$ cat config.mk
export PLATFORM = sky130hd
export DESIGN_NAME = sleep_sequencer
export DESIGN_NICKNAME = d
export VERILOG_FILES = /design/src/rtl/sleep_seq_pkg.sv /design/src/rtl/sleep_seq_dp.sv /design/src/rtl/sleep_seq_ctrl.sv /design/src/rtl/sleep_sequencer.sv
export SDC_FILE = /design/constraint.sdc
export NUM_CORES = 1
export LEC_CHECK = 0
export BUFFER_PORTS_ARGS = -buffer_cell sky130_fd_sc_hd__buf_2
export CAP_MARGIN = 25
export CORE_AREA = 2 2 39 41
export DETAILED_ROUTE_END_ITERATION = 10
export DIE_AREA = 0 0 41 43
export GPL_ROUTABILITY_DRIVEN = 0
export SLEW_MARGIN = 20
export SYNTH_ARGS = -nofsm -noshare
export SYNTH_HDL_FRONTEND = slang
export SYNTH_SLANG_ARGS = --single-unit
$ cat constraint.sdc
create_clock -name clk -period 4.1 [get_ports clk]
set_clock_uncertainty 0.1 [all_clocks]
set_input_delay 0.205 -clock clk [delete_from_list [all_inputs] [get_ports clk]]
set_output_delay 0.205 -clock clk [all_outputs]
set_load 0.02 [all_outputs]
$ cat src/rtl/sleep_seq_pkg.sv
package sleep_seq_pkg;

  typedef enum logic [1:0] {
    ST_AWAKE   = 2'd0,
    ST_ENTER   = 2'd1,
    ST_ASLEEP  = 2'd2,
    ST_RECOVER = 2'd3
  } seqState_t;

  // strobes from control to datapath
  typedef struct packed {
    logic cntClr;  // restart the phase counter
    logic cntInc;  // advance the phase counter
    logic limSel;  // 0: entry length, 1: recovery length
    logic errSet;  // set the sticky error flag
  } seqStrobe_t;

endpackage

$ cat src/rtl/sleep_seq_dp.sv
module sleep_seq_dp
  import sleep_seq_pkg::*;
#(
  parameter int SYNC_STAGES     = 2,
  parameter int ENTRY_CYCLES    = 2,
  parameter int RECOVERY_CYCLES = 2
) (
  input  logic       clk,
  input  logic       rstN,
  input  logic       sleepReq,
  input  seqStrobe_t strobe,
  output logic       reqSync,
  output logic       cntDone,
  output logic       errFlag
);

  localparam int MAX_LEN = (ENTRY_CYCLES > RECOVERY_CYCLES) ? ENTRY_CYCLES : RECOVERY_CYCLES;
  localparam int CNT_W   = (MAX_LEN < 2) ? 1 : $clog2(MAX_LEN);
  localparam logic [CNT_W-1:0] ENTRY_LAST = CNT_W'(ENTRY_CYCLES - 1);
  localparam logic [CNT_W-1:0] REC_LAST   = CNT_W'(RECOVERY_CYCLES - 1);

  logic [SYNC_STAGES-1:0] syncQ;
  logic [CNT_W-1:0]       phaseCnt;

  generate
    if (SYNC_STAGES == 1) begin : g_syncSingle
      always_ff @(posedge clk or negedge rstN) begin
        if (!rstN) syncQ <= '0;
        else       syncQ <= sleepReq;
      end
    end else begin : g_syncChain
      always_ff @(posedge clk or negedge rstN) begin
        if (!rstN) syncQ <= '0;
        else       syncQ <= {syncQ[SYNC_STAGES-2:0], sleepReq};
      end
    end
  endgenerate

  assign reqSync = syncQ[SYNC_STAGES-1];

  always_ff @(posedge clk or negedge rstN) begin
    if (!rstN)              phaseCnt <= '0;
    else if (strobe.cntClr) phaseCnt <= '0;
    else if (strobe.cntInc) phaseCnt <= phaseCnt + 1'b1;
  end

  assign cntDone = (phaseCnt == (strobe.limSel ? REC_LAST : ENTRY_LAST));

  always_ff @(posedge clk or negedge rstN) begin
    if (!rstN)              errFlag <= 1'b0;
    else if (strobe.errSet) errFlag <= 1'b1;
  end

endmodule

$ cat src/rtl/sleep_seq_ctrl.sv
module sleep_seq_ctrl
  import sleep_seq_pkg::*;
(
  input  logic       clk,
  input  logic       rstN,
  input  logic       reqSync,
  input  logic       cntDone,
  input  logic       selActive,
  output seqState_t  state,
  output seqStrobe_t strobe
);

  seqState_t nextState;

  always_ff @(posedge clk or negedge rstN) begin
    if (!rstN) state <= ST_AWAKE;
    else       state <= nextState;
  end

  always_comb begin
    nextState = state;
    strobe    = '0;
    unique case (state)
      ST_AWAKE: begin
        strobe.cntClr = 1'b1;
        if (reqSync) nextState = ST_ENTER;
      end
      ST_ENTER: begin
        strobe.errSet = selActive;
        strobe.limSel = 1'b0;
        if (cntDone) begin
          strobe.cntClr = 1'b1;
          nextState     = ST_ASLEEP;
        end else begin
          strobe.cntInc = 1'b1;
        end
      end
      ST_ASLEEP: begin
        strobe.cntClr = 1'b1;
        if (!reqSync) nextState = ST_RECOVER;
      end
      ST_RECOVER: begin
        strobe.errSet = selActive;
        strobe.limSel = 1'b1;
        if (cntDone) begin
          strobe.cntClr = 1'b1;
          nextState     = ST_AWAKE;
        end else begin
          strobe.cntInc = 1'b1;
        end
      end
      default: nextState = ST_AWAKE;
    endcase
  end

endmodule

$ cat src/rtl/sleep_sequencer.sv
module sleep_sequencer
  import sleep_seq_pkg::*;
#(
  parameter int SYNC_STAGES     = 2,
  parameter int ENTRY_CYCLES    = 2,
  parameter int RECOVERY_CYCLES = 2
) (
  input  logic clk,
  input  logic rstN,
  input  logic sleepReq,
  input  logic selActive,
  output logic sleepActive,
  output logic accessOk,
  output logic outHiZ,
  output logic errFlag
);

  seqState_t  state;
  seqStrobe_t strobe;
  logic       reqSync;
  logic       cntDone;

  sleep_seq_dp #(
    .SYNC_STAGES    (SYNC_STAGES),
    .ENTRY_CYCLES   (ENTRY_CYCLES),
    .RECOVERY_CYCLES(RECOVERY_CYCLES)
  ) u_dp (
    .clk     (clk),
    .rstN    (rstN),
    .sleepReq(sleepReq),
    .strobe  (strobe),
    .reqSync (reqSync),
    .cntDone (cntDone),
    .errFlag (errFlag)
  );

  sleep_seq_ctrl u_ctrl (
    .clk      (clk),
    .rstN     (rstN),
    .reqSync  (reqSync),
    .cntDone  (cntDone),
    .selActive(selActive),
    .state    (state),
    .strobe   (strobe)
  );

  assign sleepActive = (state == ST_ASLEEP);
  assign accessOk    = (state == ST_AWAKE);
  assign outHiZ      = (state != ST_AWAKE);

endmodule

==> flow_summary.json <==
{
  "drt.antenna.violating_nets": 0,
  "area_growth_pct": 33.05,
  "slowest_delay_ps": 390,
  "htree_levels": 1,
  "setup.worst_path.class": "register to register",
  "finalNetCount": 46,
  "pwr-share-seq_pct": 29.8,
  "synth.cell_area_um2": 295.3,
  "r2r_end": "u_ctrl.state[1]",
  "synth.yosys.seq_area_share_pct": 50.85,
  "final_cell_mix": "7 x buf_2, 6 x dfrtp_1, 4 x inv_1, 4 x ha_1, 3 x clkbuf_4",
  "p_leak_uw": 0.0001993,
  "syn_inst": 24,
  "pwr-share-clk_pct": 17.2,
  "die_h_um": 43,
  "r2r_slack_ps": 2640,
  "dp_slack_ps": 2636,
  "slew_viol_final": 0,
  "status": "finished, final reports clean",
  "coreArea_um2": 1384,
  "cts_tree": "yes",
  "cts_num_sinks": 6,
  "dieArea_um2": 1763,
  "grt_pass1_wl_um": 669,
  "pwr-share-comb_pct": 52.9,
  "crit_family": "flip-flops",
  "intPower_uw": 182.4,
  "cts_setup_buffers": 0,
  "antenna_found_initial": 0,
  "min_to": "u_dp.errFlag",
  "die_width_um": 41,
  "ioPinCount": 8,
  "initialDrtViolationCount": 0,
  "power_switching_uw": 116.0,
  "power_density_nw_per_um2": 759.7,
  "worstHoldPathCells": 3,
  "yosysWarningCount": 0,
  "cp.required_ps": 4110,
  "crit_fanout": 4,
  "drc": 0,
  "diodes": 0,
  "hold_viol_final": 0,
  "clockRootBuffer": "clkbuf_4",
  "dp.final_hpwl_um": 352.4,
  "max_cap_violations": 0,
  "reg2reg_from": "u_ctrl.state[1]",
  "grt_pass1_vias": 187,
  "grt_max_degree": 7,
  "vias_per_cell": 3.846,
  "rows": 14,
  "cts_buffer_depth": 2,
  "wirelength_um": 444,
  "setup_viol": 0,
  "worst_slew_pin_slew_ps": 206.5,
  "arrival_ps": 1470,
  "end_kind": "register",
  "ys_ff_latch": 6,
  "cts_buffers": 3,
  "grt_remaining_overflow": 0,
  "yosys.area.top_type": "dfrtp_1",
  "ir_drop_mv": 0.2310,
  "rr_worst_depth": 5,
  "port_buffers": 7,
  "finalSetupTns_ps": 0,
  "start_util_pct": 21.34,
  "cp_cell_sequence": "inv_1 > ha_1 > o21bai_4 > nand3_2 > mux2_4",
  "clk_latency_ps": 240,
  "cp-start-kind": "register",
  "swShare_pct": 38.88,
  "period_share_pct": 35.58,
  "holdCritPathClass": "primary input to register",
  "layout_setup_ws_ps": 2641,
  "slew_headroom_pct": 86.09,
  "post-route-min-period_ps": 1459,
  "netlist_top_cells_area": "dfrtp_1 51%, ha_1 17%, o21bai_4 6.4%",
  "rsz0062_at_grt": "no",
  "firstDrtPassIters": 1,
  "avgSynthCellArea_um2": 12.30,
  "drive_gt1_share_pct": 36.11,
  "clkTransAtPathRegs_ps": 40,
  "wl_per_cell_um": 8.538,
  "grtUsageTotal_pct": 6.180,
  "num-fill-cells": 148,
  "synth_top_area_share_pct": 50.85,
  "synth_nets": 32,
  "worst-path-buf-inv": 1,
  "slowest_stage": "dfrtp_1",
  "fmax_mhz": 685.5,
  "vias": 200,
  "final_common_cell": "buf_2",
  "ys_types": 12,
  "hp-start": "selActive"
}
## flip-flops by register name, indices dropped and copies added, names as in the netlist
signal and cells:
u_dp.syncQ 2, u_dp.errFlag 1, u_ctrl.state 2, u_dp.cntDone 1
## kinds of logic (layout without fill, tap and decap cells)
logic type | after synthesis | in the layout | synth area share (%)
AND/OR/NAND/NOR | 5 | 5 | 10.17
flip-flops | 6 | 6 | 50.85
AO/OA/AOI/OAI | 4 | 4 | 11.86
adder cells (fa/ha/maj) | 4 | 4 | 16.95
buffers and inverters | 4 | 16 | 5.083
multiplexers | 1 | 1 | 5.083
## worst min-delay path: stages
cell	delay, ps
buf_2	70
o21ai_0	90
nand2b_1	90
## routing by layer
metal  GRT usage (%)  vias to the layer above  part of all wire [%]  wire length (um)
li1                -                      103                     -                 -
met1           7.616                       89                    48               211
met2           7.187                        8                    43               193
met3           1.571                        0                   8.8                39
met4           8.000                        0                     0                 0
met5               0                        -                     0                 0
## cell type report
class                   count  area (um^2)  share of cell area [%]
inverters                   4        15.01                   3.822
clock buffers               3        22.52                   5.732
repair buffers              9        55.05                   14.01
multi-input cells          14        130.1                   33.12
flip-flops and latches      6        150.1                   38.22
well taps                  16        20.02                   5.096
## worst max-delay path by stage
stage	start	to	slack [ps]	depth (start not counted)
after floorplan	u_ctrl.state[0]	u_ctrl.state[1]	2610	5
after global placement	u_ctrl.state[1]	u_ctrl.state[1]	2650	5
after detailed placement	u_ctrl.state[1]	u_ctrl.state[1]	2640	5
after CTS	u_ctrl.state[0]	outHiZ	2620	4
after global routing	u_ctrl.state[0]	outHiZ	2570	4
final	u_ctrl.state[1]	u_ctrl.state[1]	2640	5
## what timing repair did
item,in CTS,in global routing
resized for setup,0,0
endpoints found under the setup margin,0,0
hold buffers,2,0
hold endpoints to repair,7,0
## power groups by stage
stage               Clock (uW)  Combinational [uW]  Sequential [uW]
CTS                       54.8                 160             89.3
finish                    51.4                 158             89.1
global placement             0                 155             90.2
global route              56.6                 174             90.6
detailed placement           0                 158             90.4
floorplan                    0                 127             87.1
## synth_stat cells
library cell / instances
o21ai_0: 1
nor2_1: 1
ha_1: 4
mux2_4: 1
a31oi_1: 1
nand2b_1: 2
a21oi_1: 1
o21bai_4: 1
inv_1: 4
dfrtp_1: 6
nand2_1: 1
nand3_2: 1
## metrics by stage
stage	instances	total power (uW)	utilization, %	hold WS [ps]	area [um^2]
global placement	47	245.6	25.32	-69.56	350.3
finish	52	298.5	28.39	152.8	392.9
floorplan	24	214.4	-	-190.6	295.3
detailed placement	47	248.4	25.32	-65.89	350.3
CTS	52	304.3	28.39	146.7	392.9
global route	52	320.8	28.39	150.6	392.9
Note: power is estimated with default switching activity, not from simulation.
